**config.mk**
```make
export PLATFORM = sky130hd
export DESIGN_NAME = wake_adc_ctrl
export DESIGN_NICKNAME = d
export VERILOG_FILES = /design/src/rtl/wadc_pkg.sv /design/src/rtl/wadc_frame_gen.sv /design/src/rtl/wadc_shift_cap.sv /design/src/rtl/wadc_warm_timer.sv /design/src/rtl/wake_adc_ctrl.sv
export SDC_FILE = /design/constraint.sdc
export NUM_CORES = 1
export LEC_CHECK = 0
export ABC_AREA = 1
export BUFFER_PORTS_ARGS = -buffer_cell sky130_fd_sc_hd__clkbuf_2
export CAP_MARGIN = 25
export CORE_MARGIN = 2
export CORE_UTILIZATION = 65
export CTS_BUF_LIST = sky130_fd_sc_hd__clkbuf_2 sky130_fd_sc_hd__clkbuf_4 sky130_fd_sc_hd__clkbuf_8
export CTS_CLUSTER_SIZE = 24
export DETAILED_ROUTE_END_ITERATION = 8
export PLACE_DENSITY = 0.85
export SLEW_MARGIN = 5
export SYNTH_ARGS = -nofsm -noshare
export SYNTH_HDL_FRONTEND = slang
export SYNTH_HIERARCHICAL = 1
export SYNTH_SLANG_ARGS = --single-unit
```
**constraint.sdc**
```tcl
create_clock -name clk -period 3.6 [get_ports clk]
set_input_delay 0.54 -clock clk [delete_from_list [all_inputs] [get_ports clk]]
set_output_delay 0.54 -clock clk [all_outputs]
set_load 0.05 [all_outputs]
```
**src/rtl/wadc_pkg.sv**
```systemverilog
package wadc_pkg;

    typedef enum logic [2:0] {
        ST_IDLE_PD,
        ST_WAKE,
        ST_WARM,
        ST_CONV,
        ST_SLEEP
    } wadc_state_e;

    typedef struct packed {
        logic go;
        logic short_frame;
        logic emit;
    } wadc_frame_ctl_t;

    // half-slot index of the last slot with chip-select low
    function automatic int cs_low_last(input int falls);
        return 2 * falls;
    endfunction

    // half-slot index that closes a frame (one sclk period of CS high)
    function automatic int frame_end_slot(input int falls);
        return 2 * falls + 2;
    endfunction

endpackage

```
**src/rtl/wadc_frame_gen.sv**
```systemverilog
module wadc_frame_gen #(
    parameter int DIV         = 2,
    parameter int FALLS_LONG  = 16,
    parameter int FALLS_SHORT = 3
) (
    input  logic clk,
    input  logic rst,
    input  logic go_i,
    input  logic short_i,
    output logic cs_n_o,
    output logic sclk_o,
    output logic sample_o,
    output logic done_o
);
    import wadc_pkg::*;

    localparam int HW = $clog2(frame_end_slot(FALLS_LONG) + 1);
    localparam int DW = $clog2(DIV + 1);

    logic          active;
    logic          short_q;
    logic [HW-1:0] slot;
    logic [DW-1:0] dcnt;
    logic [HW-1:0] low_last;
    logic [HW-1:0] end_slot;
    logic          tick;

    assign low_last = short_q ? HW'(cs_low_last(FALLS_SHORT))
                              : HW'(cs_low_last(FALLS_LONG));
    assign end_slot = low_last + HW'(2);
    assign tick     = active && (dcnt == DW'(DIV - 1));

    always_ff @(posedge clk) begin
        if (rst) begin
            active  <= 1'b0;
            short_q <= 1'b0;
            slot    <= '0;
            dcnt    <= '0;
        end else if (!active) begin
            if (go_i) begin
                active  <= 1'b1;
                short_q <= short_i;
                slot    <= '0;
                dcnt    <= '0;
            end
        end else if (tick) begin
            dcnt <= '0;
            if (slot == end_slot) begin
                active <= 1'b0;
            end else begin
                slot <= slot + 1'b1;
            end
        end else begin
            dcnt <= dcnt + 1'b1;
        end
    end

    assign cs_n_o   = !(active && (slot <= low_last));
    assign sclk_o   = !(active && slot[0] && (slot < low_last));
    assign sample_o = tick && !slot[0] && (slot < low_last - HW'(1));
    assign done_o   = tick && (slot == end_slot);

endmodule

```
**src/rtl/wadc_shift_cap.sv**
```systemverilog
module wadc_shift_cap #(
    parameter int RES_HI = 14,
    parameter int RES_W  = 8
) (
    input  logic             clk,
    input  logic             rst,
    input  logic             sample_i,
    input  logic             sdata_i,
    input  logic             done_i,
    input  logic             emit_i,
    output logic [RES_W-1:0] dout_o,
    output logic             valid_o
);
    localparam int SW = RES_HI + 1;

    logic [SW-1:0] shreg;

    always_ff @(posedge clk) begin
        if (rst) begin
            shreg   <= '0;
            dout_o  <= '0;
            valid_o <= 1'b0;
        end else begin
            if (sample_i) begin
                shreg <= {shreg[SW-2:0], sdata_i};
            end
            valid_o <= done_i && emit_i;
            if (done_i && emit_i) begin
                dout_o <= shreg[RES_HI -: RES_W];
            end
        end
    end

endmodule

```
**src/rtl/wadc_warm_timer.sv**
```systemverilog
module wadc_warm_timer #(
    parameter int WARM_CYC = 200
) (
    input  logic clk,
    input  logic rst,
    input  logic load_i,
    output logic expired_o
);
    localparam int TW = $clog2(WARM_CYC + 1);

    logic [TW-1:0] cnt;
    logic          running;

    assign expired_o = running && (cnt == '0);

    always_ff @(posedge clk) begin
        if (rst) begin
            cnt     <= '0;
            running <= 1'b0;
        end else if (load_i) begin
            cnt     <= TW'(WARM_CYC - 1);
            running <= 1'b1;
        end else if (running) begin
            if (cnt == '0) begin
                running <= 1'b0;
            end else begin
                cnt <= cnt - 1'b1;
            end
        end
    end

endmodule

```
**src/rtl/wake_adc_ctrl.sv**
```systemverilog
module wake_adc_ctrl #(
    parameter int DIV         = 2,
    parameter int WARM_CYC    = 200,
    parameter int CNT_W       = 8,
    parameter int RES_W       = 8,
    parameter int RES_HI      = 14,
    parameter int FRAME_FALLS = 16,
    parameter int SLEEP_FALLS = 3
) (
    input  logic             clk,
    input  logic             rst,
    input  logic             start_i,
    input  logic             stop_i,
    input  logic [CNT_W-1:0] num_samples_i,
    input  logic             sdata_i,
    output logic             cs_n_o,
    output logic             sclk_o,
    output logic [RES_W-1:0] dout_o,
    output logic             dout_valid_o,
    output logic             busy_o
);
    import wadc_pkg::*;

    wadc_state_e     state;
    wadc_frame_ctl_t fctl;
    logic            stop_pend;
    logic [CNT_W-1:0] n_target;
    logic [CNT_W-1:0] n_done;
    logic [CNT_W-1:0] n_next;
    logic            f_sample;
    logic            f_done;
    logic            warm_load;
    logic            warm_exp;
    logic            halt_req;

    assign fctl.go          = (state == ST_WAKE) || (state == ST_CONV) || (state == ST_SLEEP);
    assign fctl.short_frame = (state == ST_SLEEP);
    assign fctl.emit        = (state == ST_CONV);
    assign warm_load        = (state == ST_WAKE) && f_done;
    assign n_next           = n_done + 1'b1;
    assign halt_req         = stop_pend || stop_i;
    assign busy_o           = (state != ST_IDLE_PD);

    always_ff @(posedge clk) begin
        if (rst) begin
            state     <= ST_SLEEP;
            stop_pend <= 1'b0;
            n_target  <= '0;
            n_done    <= '0;
        end else begin
            case (state)
                ST_IDLE_PD: begin
                    stop_pend <= 1'b0;
                    if (start_i) begin
                        state    <= ST_WAKE;
                        n_target <= num_samples_i;
                        n_done   <= '0;
                    end
                end
                ST_WAKE: begin
                    if (stop_i) stop_pend <= 1'b1;
                    if (f_done) state <= ST_WARM;
                end
                ST_WARM: begin
                    if (stop_i) stop_pend <= 1'b1;
                    if (warm_exp) state <= halt_req ? ST_SLEEP : ST_CONV;
                end
                ST_CONV: begin
                    if (stop_i) stop_pend <= 1'b1;
                    if (f_done) begin
                        n_done <= n_next;
                        if (halt_req || ((n_target != '0) && (n_next == n_target))) begin
                            state <= ST_SLEEP;
                        end
                    end
                end
                ST_SLEEP: begin
                    stop_pend <= 1'b0;
                    if (f_done) state <= ST_IDLE_PD;
                end
                default: state <= ST_SLEEP;
            endcase
        end
    end

    wadc_frame_gen #(
        .DIV(DIV), .FALLS_LONG(FRAME_FALLS), .FALLS_SHORT(SLEEP_FALLS)
    ) frame_i (
        .clk(clk), .rst(rst), .go_i(fctl.go), .short_i(fctl.short_frame),
        .cs_n_o(cs_n_o), .sclk_o(sclk_o), .sample_o(f_sample), .done_o(f_done)
    );

    wadc_warm_timer #(.WARM_CYC(WARM_CYC)) warm_i (
        .clk(clk), .rst(rst), .load_i(warm_load), .expired_o(warm_exp)
    );

    wadc_shift_cap #(.RES_HI(RES_HI), .RES_W(RES_W)) cap_i (
        .clk(clk), .rst(rst), .sample_i(f_sample), .sdata_i(sdata_i),
        .done_i(f_done), .emit_i(fctl.emit), .dout_o(dout_o), .valid_o(dout_valid_o)
    );

endmodule

```
* Yosys cells after proc, flatten, opt, wreduce, memory -nomap -nowiden
Index checks and enable logic that the tools add are counted.
** Word-level totals
- Flip-flop bits (word level) :: 63
- Latch bits :: 0
- Memory bits (writable) :: 0
- Memory bits (read-only) :: 0
- Bits of input ports :: 13
- Output and inout bits :: 12
- Logic and storage cells :: 110
- Memories :: 0
** Cells by class
- $add $sub $neg :: 6
- Multiply operators :: 0
- Div/mod/pow operators :: 0
- Magnitude comparators :: 3
- Eq/ne operators :: 17
- Shift-type cells :: 0
- Muxes and demuxes :: 31
- Bitwise logic cells :: 2
- Reduce and logical (&&, ||, !) cells :: 37
** Operator list (number)
- 8-bit two-way mux :: 5
- 6-bit two-way mux :: 5
- 3-bit two-way mux :: 7
- 8-bit case mux with 2 select lines :: 1
- 3-bit case mux with 5 select lines :: 1
- 6-bit < comparator :: 2
- 1-bit logical AND :: 11
- 2-bit by 1-bit != test with 1-bit output (second input constant) :: 5
- 2-bit != test (second input constant) :: 5
- 2-bit AND reduction :: 5
- 8-bit by 1-bit adder with 8-bit output (second input constant) :: 1
- 8-bit equality test :: 1
- 8-bit zero test :: 1
- 1-bit two-way mux :: 8
- 2-bit nonzero test :: 4
- 8-bit nonzero test :: 1
- 8-bit by 1-bit subtractor with 8-bit output (second input constant) :: 1
- 6-bit by 1-bit adder with 6-bit output (second input constant) :: 1
- 6-bit by 2-bit adder with 6-bit output (second input constant) :: 1
- 3-bit by 2-bit equality test with 1-bit output (second input constant) :: 2
- 6-bit equality test :: 1
- 6-bit <= comparator :: 1
- 2-bit two-way mux :: 3
- 3-bit AND reduction :: 2
- other kinds (14) :: 21

* Logic depth before layout (Yosys ltp)
Gate-level depths: netlist of run 1.
- Word-level depth :: 7
- Mapped depth :: 14
- Gate-level depth less buffers :: 14

* Cells and area by module
Netlist of run 1, hierarchy kept.
** By module, submodules not included
- wake_adc_ctrl :: instances 1, cells an instance 201, area each 1232.4 µm²
- wadc_shift_cap :: instances 1, cells an instance 118, area each 872.1 µm²
- wadc_frame_gen :: instances 1, cells an instance 98, area each 660.6 µm²
- wadc_warm_timer :: instances 1, cells an instance 81, area each 569.3 µm²

* Worst setup path after synthesis of run 1
Ideal clock, no wire load.
- Path type :: register to output
- Start point :: register frame_i.short_q
- End point :: output port cs_n_o
- Arrival time :: 1.412 ns
- Path slack :: 1.648 ns
- Cell stages (with the launch flop) :: 7
- Path through :: dfxtp_1 -> inv_1 -> ha_1 -> nand3_1 -> o21ai_0 -> nand2_1 -> nand2_1
** Between the ends
- Longest elaborated chain between the ends :: 4
** Ends and longest elaborated chain
- from (decl) :: line wadc_frame_gen.sv:21 : logic short_q;
- from (signal assigned) :: line wadc_frame_gen.sv:42 : short_q <= short_i;
- 6-bit two-way mux :: line wadc_frame_gen.sv:28 : assign low_last = short_q ? HW'(cs_low_last(FALLS_SHORT))
- 6-bit <= comparator :: line wadc_frame_gen.sv:58 : assign cs_n_o = !(active && (slot <= low_last));
- 1-bit logical AND :: line wadc_frame_gen.sv:58
- 1-bit zero test :: line wadc_frame_gen.sv:58
- to (decl) :: line wake_adc_ctrl.sv:16 : output logic cs_n_o,
No other way between the ends.

* Worst setup path after layout of run 1
Same ends and word-level chain as after synthesis.

==> results.py, run 1 <==
metrics = {
    "floorplanning": {
        "die_y_um": 75.6,
        "io_pins": 25,
        "rows": 26,
        "core_um2": 5040,
        "fp.dieW_um": 75.6,
        "floorplan.initialDensity": 0.661,
        "die-area_um2": 5720,
    },
    "timing": {
        "fin_setup_tns_ps": 0,
        "setup_violations": 0,
        "max_freq_ghz": 0.400,
        "fin_crit_sh": 0.694,
        "finalMaxSlewViolations": 0,
        "fin_skew_ps": 8.20,
        "finalHoldViolations": 0,
        "relSlewSlack": 0.628,
        "rsz0062_at_grt": "false",
        "worst_pin_slew_ps": 557,
        "min_period_ps": 2500,
    },
    "power_and_ir_drop": {
        "power.switching_mw": 0.745,
        "internal-power_mw": 1.35,
        "p_leak_nw": 1.76,
        "switching_share": 0.355,
        "pwr-share-clk": 0.337,
        "p_per_area_nw_per_um2": 564,
        "seqPwrFrac": 0.407,
        "combPwrFrac": 0.255,
        "ir_drop_mv": 0.415,
    },
    "worst_setup_path": {
        "reg2reg_depth": 10,
        "cp-startpoint": "frame_i/short_q",
        "crit_type": "reg2out",
        "critPathRequiredTime_ps": 3060,
        "path_buf_inv": 2,
        "timing.rr.end": "warm_i/cnt[1]",
        "worstPathArrival_ps": 1960,
        "critical_path.max_stage_delay_ps": 460,
        "critPathCapture": "cs_n_o",
        "timing.rr.start": "frame_i/slot[3]",
        "crit_top_cell": "nand2_1",
        "cp.depth": 7,
        "path_delay_family": "flip-flops",
        "crit_chain": "inv_1 > ha_1 > nand3_1 > o21ai_0 > nand2_1 > nand2_1 > clkbuf_2",
        "cp_max_fo": 6,
        "rrSetupSlack_ps": 1330,
        "start_kind": "flip-flop",
        "slowest_stage": "dfxtp_1",
        "cp-end-kind": "output pin",
    },
    "place": {
        "hpwl_mm": 5.02,
        "portBuffers": 24,
        "post-place-cells": 583,
        "finalWeightedCongestion": 1.01,
    },
    "cells_and_area": {
        "utilization": 0.738,
        "nets": 547,
        "final_common_cell": "nand2_1",
        "syn2layout_area_growth_pct": 11.6,
        "num_antenna_cells": 0,
        "layout-drive-gt1-share": 0.147,
        "fin_cells": 599,
        "final_cell_mix": "nand2_1, nor2_1, inv_1, dfxtp_1, nand3_1",
        "n_fill_cell": 409,
    },
    "grt": {
        "grt_pass1_vias": 2859,
        "grt_max_degree": 24,
        "antenna_found_initial": 0,
        "grt_pass1_wl_mm": 12.2,
        "grt_usage": 0.283,
        "globalRouteOverflowTotal": 0,
    },
    "drt": {
        "via_per_inst": 5.40,
        "vias": 3236,
        "wl_per_cell_um": 12.4,
        "drc": 0,
        "wirelength_mm": 7.44,
        "drt_iter0_drc": 182,
        "ant_nets": 0,
        "firstDrtPassIters": 5,
    },
    "clock_network": {
        "insertion_delay_ps": 340,
        "clockBufferDepth": 2,
        "cts_resized": 0,
        "htree_levels": 3,
        "cts_inserted_buffers": 9,
        "tritoncts": "done",
        "cts.sinks": 63,
        "clkTransAtPathRegs_ps": 80,
        "holdBufCountCts": 0,
        "cts_setup_buffers": 0,
        "clock-root-buffer": "clkbuf_8",
    },
    "synth": {
        "synthesis.area_um2": 3330,
        "ys_ff_latch": 63,
        "netlist_instances": 498,
        "synth_warnings": 6,
        "avgSynthCellArea_um2": 6.70,
        "synthArstFlopShare": 0,
        "synthesis.nets": 521,
        "synth_enable_flop_cells": 0,
        "synthDistinctLibCells": 31,
        "ys.flop_type": "dfxtp_1",
        "seq_area_frac_synth": 0.378,
    },
    "min_path": {
        "hold_path.class": "in2reg",
    },
    "outcome": {
        "status": "complete, no violations",
    },
    "flow_run": {
        "cap_violations": 0,
    },
}
cell usage after synthesis (2+ instances only):
cell	number	area share
a21oi_1	31	0.047
buf_2	3	0.0045
buf_4	2	0.0045
clkbuf_1	3	0.0034
dfxtp_1	63	0.38
ha_1	10	0.038
inv_1	63	0.071
inv_2	7	0.0079
nand2_1	95	0.11
nand2_2	8	0.015
nand2_4	3	0.010
nand3_1	45	0.068
nand3_2	2	0.0060
nand4_1	4	0.0075
nor2_1	94	0.11
nor2_2	6	0.011
nor2_4	5	0.017
nor3_1	5	0.0075
o21ai_0	32	0.048
o21ai_1	4	0.0060
o21ai_2	2	0.0053
xnor2_1	2	0.0053
power groups by stage:
stage | Combinational [mW] | Clock [mW] | Sequential (mW)
3_5_place_dp | 0.515 | 0 | 0.868
3_3_place_gp | 0.499 | 0 | 0.864
4_1_cts | 0.537 | 0.709 | 0.853
2_1_floorplan | 0.416 | 0 | 0.847
5_1_grt | 0.604 | 0.749 | 0.866
6_report | 0.536 | 0.708 | 0.855
cell families after synthesis:
family	synth area share
adder cells (fa/ha/maj)	0.0375
AO/OA/AOI/OAI	0.112
XOR/XNOR	0.00788
flip-flops	0.378
AND/OR/NAND/NOR	0.370
buffers and inverters	0.0946
area by class of cell:
cell class / instances / area, um^2 / area share
Clock inverter: 6 / 93.8 / 0.0252
Tap cell: 70 / 87.6 / 0.0235
Timing Repair Buffer: 24 / 120 / 0.0323
Sequential cell: 63 / 1260 / 0.339
Multi-Input combinational cell: 356 / 1760 / 0.472
Inverter: 70 / 263 / 0.0706
Clock buffer: 10 / 138 / 0.0370
routing by layer:
layer,routed length (um),GRT usage
met5,0,0
met4,241,0.152
met3,423,0.0622
met2,3660,0.471
met1,3120,0.341
worst min path at each step:
stage	startpoint	end	slack, ps	depth (start not counted)
6_report	sdata_i	cap_i/shreg[0]	410	3
5_1_grt	sdata_i	cap_i/shreg[0]	440	3
2_1_floorplan	frame_i/dcnt[1]	frame_i/dcnt[1]	440	2
3_3_place_gp	frame_i/dcnt[1]	frame_i/dcnt[1]	450	2
4_1_cts	sdata_i	cap_i/shreg[0]	410	3
3_5_place_dp	frame_i/dcnt[1]	frame_i/dcnt[1]	460	2
per-stage QoR:
step	area, um^2	hold slack [ps]	power [mW]	setup WS (ps)
finish	3720	415	2.10	1100
CTS	3720	413	2.10	1100
global placement	3490	453	1.36	1540
global route	3720	437	2.22	963
floorplan	3330	444	1.26	1650
detailed placement	3490	455	1.38	1460
registers in the layout (all words and copies together), names as in the netlist:
name             flops
frame_i/slot         6
warm_i/running       1
frame_i/active       1
cap_i/shreg         15
cap_i/valid_o        1
n_target             8
n_done               8
state                3
frame_i/dcnt         2
frame_i/short_q      1
stop_pend            1
cap_i/dout_o         8
warm_i/cnt           8
worst reg2reg max path, stage by stage, from the launching register on:
cell and delay (ps):
dfxtp_1 470, ha_1 300, nor2_1 160, nand3_2 140, nor2_1 320, inv_1 100
nor2_1 280, inv_1 180, nand2_1 90, o21ai_1 70, a21oi_1 110
(Power assumes the default switching activity.)
==> run 2, diff against run 1 <==
--- a/config.mk
+++ b/config.mk
@@ -9,11 +9,11 @@
 export BUFFER_PORTS_ARGS = -buffer_cell sky130_fd_sc_hd__clkbuf_2
 export CAP_MARGIN = 25
 export CORE_MARGIN = 2
-export CORE_UTILIZATION = 65
+export CORE_UTILIZATION = 62
 export CTS_BUF_LIST = sky130_fd_sc_hd__clkbuf_2 sky130_fd_sc_hd__clkbuf_4 sky130_fd_sc_hd__clkbuf_8
 export CTS_CLUSTER_SIZE = 24
 export DETAILED_ROUTE_END_ITERATION = 8
-export PLACE_DENSITY = 0.85
+export PLACE_DENSITY = 0.82
 export SLEW_MARGIN = 5
 export SYNTH_ARGS = -nofsm -noshare
 export SYNTH_HDL_FRONTEND = slang
==> constraint.sdc (replaced) <==
create_clock -name clk -period 2.5 [get_ports clk]
set_input_delay 0.375 -clock clk [delete_from_list [all_inputs] [get_ports clk]]
set_output_delay 0.375 -clock clk [all_outputs]
set_load 0.05 [all_outputs]
==> results.py, run 2 (same netlist as run 1, synthesis figures left out) <==
metrics = {
    "timing": {
        "whs_ps": 259,
        "rsz0062_at_grt": "false",
        "finalHoldViolations": 0,
        "fin_skew_ps": 8.70,
        "setup_violations": 0,
        "min_period_ps": 2300,
        "fin_crit_sh": 0.921,
        "finalMaxSlewViolations": 0,
        "worst_pin_slew_ps": 567,
        "max_freq_ghz": 0.434,
        "setup_ws_ps": 196,
        "relSlewSlack": 0.621,
        "fin_setup_tns_ps": 0,
    },
    "worst_setup_path": {
        "cp-end-kind": "output pin",
        "worstPathArrival_ps": 1930,
        "start_kind": "flip-flop",
        "cp_max_fo": 6,
        "crit_type": "reg2out",
        "critPathRequiredTime_ps": 2120,
    },
    "place": {
        "dp_slack_ps": 294,
        "portBuffers": 24,
        "finalWeightedCongestion": 0.876,
        "placed_cell_area_um2": 3500,
        "post-place-cells": 585,
        "hpwl_mm": 4.98,
    },
    "cells_and_area": {
        "final_common_cell": "nand2_1",
        "num_antenna_cells": 0,
        "fin_area_um2": 3700,
        "fin_cells": 601,
        "nets": 549,
        "syn2layout_area_growth_pct": 11.1,
        "layout-drive-gt1-share": 0.153,
        "final_cell_mix": "nand2_1, nor2_1, inv_1, dfxtp_1, nand3_1",
        "top_register": "cap_i/shreg",
        "largest_reg_flops": 15,
        "utilization": 0.721,
    },
    "drt": {
        "drt_iter0_drc": 209,
        "drc": 0,
        "via_per_inst": 5.21,
        "vias": 3133,
        "ant_nets": 0,
        "wl_per_cell_um": 11.7,
        "firstDrtPassIters": 5,
        "wirelength_mm": 7.05,
    },
    "grt": {
        "globalRouteOverflowTotal": 0,
        "antenna_found_initial": 0,
        "grt_pass1_wl_mm": 12.2,
        "grt_usage": 0.255,
        "grt_pass1_vias": 2915,
        "grt_max_degree": 24,
    },
    "flow_run": {
        "cap_violations": 0,
    },
    "clock_network": {
        "htree_levels": 3,
        "tritoncts": "done",
        "insertion_delay_ps": 350,
        "cts_inserted_buffers": 9,
        "clock-root-buffer": "clkbuf_8",
        "cts.sinks": 63,
        "clkTransAtPathRegs_ps": 70,
        "clockBufferDepth": 2,
    },
    "floorplanning": {
        "die_y_um": 77.3,
        "io_pins": 25,
        "die-area_um2": 5980,
        "floorplan.initialDensity": 0.649,
        "rows": 26,
        "core_um2": 5140,
        "fp.dieW_um": 77.3,
    },
    "power_and_ir_drop": {
        "p_leak_nw": 1.75,
        "p_per_area_nw_per_um2": 775,
        "fin_total_pwr_mw": 2.87,
        "ir_drop_mv": 0.550,
    },
    "outcome": {
        "status": "complete, no violations",
    },
    "min_path": {
        "hold_path.class": "in2reg",
    },
}
## run 2: worst max-delay path, stage by stage, from the launching register on
cell	delay, ps
dfxtp_1	460
inv_1	100
ha_1	290
nand3_1	90
o21ai_0	210
nand2_1	80
nand2_1	80
clkbuf_2	280
## run 2: worst paths after layout
path / slack [ps] / cells after the start / from / end
worst max-delay path: 200 / 7 / frame_i/short_q / cs_n_o
worst min-delay path: 260 / 3 / sdata_i / cap_i/shreg[0]
worst max register to register: 330 / 11 / frame_i/slot[1] / warm_i/cnt[1]
worst min register to register: 470 / 2 / frame_i/dcnt[1] / frame_i/dcnt[1]
## run 2: routing by layer
layer	share of wire	track usage	vias up	wire length, um
met5	0	0	-	0
met4	0.019	0.113	0	133
met3	0.047	0.0384	14	334
met2	0.48	0.452	87	3410
met1	0.45	0.305	1399	3180
li1	-	-	1633	-
## run 2: timing repair
action	in CTS	in global routing
gates resized for setup	0	1
endpoints found under the setup margin	0	2
hold buffers	0	0
setup buffers	0	0
## run 2: cell type report
cell class                 instances  area (um^2)
tap                               70         87.6
fill                             458         1440
timing repair buffer              26          135
sequential                        63         1260
clock inverter                     7         72.6
inverter                          70          263
multi-input combinational        356         1760
clock buffer                       9          124
## run 2: power by group
group | switching (mW) | internal (mW)
Combinational | 0.515 | 0.248
Clock | 0.421 | 0.461
Sequential | 0.109 | 1.12
==> run 3, diff against run 2 <==
--- a/config.mk
+++ b/config.mk
@@ -5,7 +5,6 @@
 export SDC_FILE = /design/constraint.sdc
 export NUM_CORES = 1
 export LEC_CHECK = 0
-export ABC_AREA = 1
 export BUFFER_PORTS_ARGS = -buffer_cell sky130_fd_sc_hd__clkbuf_2
 export CAP_MARGIN = 25
 export CORE_MARGIN = 2
==> results.py, run 3 <==
metrics = {
    "outcome": {
        "status": "complete, no violations",
    },
    "floorplanning": {
        "core_um2": 5410,
        "rows": 27,
        "floorplan.initialDensity": 0.634,
        "fp.dieW_um": 78.3,
        "io_pins": 25,
        "die_y_um": 78.3,
        "die-area_um2": 6130,
    },
    "worst_setup_path": {
        "critPathRequiredTime_ps": 2780,
        "start_kind": "flip-flop",
        "crit_chain": "ha_4 > or4_4 > nor3_4 > nand4b_1 > buf_4 > or4_4 > a21oi_2",
        "critical_path.max_stage_delay_ps": 530,
        "path_buf_inv": 1,
        "worstPathArrival_ps": 2780,
        "cp-end-kind": "flip-flop",
        "cp_max_fo": 5,
        "path_delay_family": "simple AND/OR/NAND/NOR gates",
        "crit_type": "reg2reg",
        "slowest_stage": "or4_4",
        "crit_top_cell": "or4_4",
    },
    "drt": {
        "ant_nets": 0,
        "vias": 2910,
        "drc": 0,
        "wirelength_mm": 7.53,
        "drt_iter0_drc": 250,
        "via_per_inst": 5.88,
        "wl_per_cell_um": 15.2,
        "firstDrtPassIters": 4,
    },
    "clock_network": {
        "htree_levels": 3,
        "cts_inserted_buffers": 9,
        "cts.sinks": 63,
        "clkTransAtPathRegs_ps": 80,
        "holdBufCountCts": 0,
        "insertion_delay_ps": 350,
        "tritoncts": "done",
        "clockBufferDepth": 2,
        "clock-root-buffer": "clkbuf_8",
    },
    "timing": {
        "worst_pin_slew_ps": 672,
        "max_freq_ghz": 0.400,
        "fin_skew_ps": 8.40,
        "whs_ps": 244,
        "rsz0062_at_grt": "true",
        "setup_violations": 0,
        "finalHoldViolations": 0,
        "min_period_ps": 2500,
        "finalMaxSlewViolations": 0,
        "relSlewSlack": 0.552,
        "fin_crit_sh": 1.00,
    },
    "synth": {
        "synthXorXnorAreaFrac": 0.0307,
        "synthArstFlopShare": 0,
        "avgSynthCellArea_um2": 8.94,
        "synthDistinctLibCells": 72,
        "synth.most_common_cell": "dfxtp_1",
        "synth_simple_gate_area_frac": 0.234,
        "netlist.top_cell.by_area": "dfxtp_1",
        "ys.flop_type": "dfxtp_1",
        "synth_enable_flop_cells": 0,
        "synthesis.nets": 406,
        "synth_area_leaders": "dfxtp_1, a21oi_1, mux2i_1, nor2_1, ha_1",
        "synth_warnings": 6,
        "netlist_top_cells_count": "dfxtp_1, a21oi_1, nor2_1",
        "synth.area.mux_share": 0.0588,
        "synth-compound-area-share": 0.207,
        "ys_ff_latch": 63,
        "netlist_instances": 383,
        "seq_area_frac_synth": 0.368,
        "post_synth_fa_ha_maj_area_fraction": 0.0365,
        "synth_top_family_by_area": "simple AND/OR/NAND/NOR gates",
        "synthesis.area_um2": 3420,
        "netlist.area_leader.share": 0.368,
    },
    "cells_and_area": {
        "final_common_cell": "dfxtp_1",
        "top_register": "cap_i/shreg",
        "n_fill_cell": 395,
        "fin_cells": 495,
        "syn2layout_area_growth_pct": 14.9,
        "nets": 441,
        "num_antenna_cells": 0,
        "final_cell_mix": "dfxtp_1, nor2_1, a21oi_1",
        "utilization": 0.728,
        "layout-drive-gt1-share": 0.246,
        "largest_reg_flops": 15,
        "fin_area_um2": 3930,
    },
    "grt": {
        "grt_pass1_vias": 2758,
        "grt_pass1_wl_mm": 12.6,
        "globalRouteOverflowTotal": 0,
        "antenna_found_initial": 0,
        "grt_usage": 0.259,
        "grt_max_degree": 34,
    },
    "place": {
        "finalWeightedCongestion": 0.869,
        "post-place-cells": 472,
        "placed_cell_area_um2": 3610,
        "hpwl_mm": 5.05,
        "portBuffers": 24,
    },
    "power_and_ir_drop": {
        "ir_drop_mv": 0.494,
        "p_per_area_nw_per_um2": 510,
        "fin_total_pwr_mw": 2.00,
        "p_leak_nw": 1.47,
    },
    "flow_run": {
        "cap_violations": 0,
    },
    "min_path": {
        "hold_path.class": "in2reg",
    },
}
-- run 3: tightest hold or removal path, cell delays in order --
cell and delay (ps):
clkbuf_2 80, nand2_1 50, a21oi_1 50
-- run 3: per-stage QoR --
stage	worst slack [ps]	setup TNS [ps]
detailed placement	-33.7	-89.5
global route	-141	-523
global placement	63.9	0
finish	0.353	0
CTS	21.0	0
floorplan	16.9	0
-- run 3: cell families (layout without fill, tap and decap cells) --
group,Yosys count,after routing
AOI/OAI and AO/OA,100,100
adders and majority gates,10,10
muxes,20,20
xor gates and xnor gates,12,12
and+or+nand+nor,142,142
DFF,63,63
buffers and inverters,36,76
-- run 3: where the power goes --
part           switching (mW)  total [mW]  internal, mW
sequential            0.00725        1.01          1.01
clock                   0.427       0.889         0.461
combinational          0.0632       0.101        0.0376
-- run 3: cell type report --
class | instances | area, um^2 | area share
inverters | 13 | 48.8 | 0.0124
repair buffers | 47 | 297 | 0.0754
flip-flops and latches | 63 | 1270 | 0.322
well taps | 72 | 90.1 | 0.0229
multi-input cells | 284 | 2030 | 0.517
clock buffers | 9 | 124 | 0.0315
clock inverters | 7 | 73.8 | 0.0188
-- run 3: timing repair --
item                       in CTS  in global routing
setup endpoints to repair       6                 10
buffers inserted                0                  7
pin swaps                       0                  4
gates resized for setup         1                 11
-- run 3: path summary, 6_finish.rpt --
path,startpoint,to,cells after the start,slack (ps)
min,num_samples_i[0],n_target[0],3,240
max,frame_i/short_q,n_done[3],7,0.4
max reg2reg,frame_i/short_q,n_done[3],7,0.4
min reg2reg,n_target[0],n_target[0],2,490
-- run 3: layer usage --
metal / vias up / track usage / wire length [um]
li1: 1455 / - / -
met1: 1369 / 0.334 / 3360
met2: 68 / 0.416 / 3610
met3: 18 / 0.0529 / 350
met4: 0 / 0.123 / 215
met5: - / 0 / 0
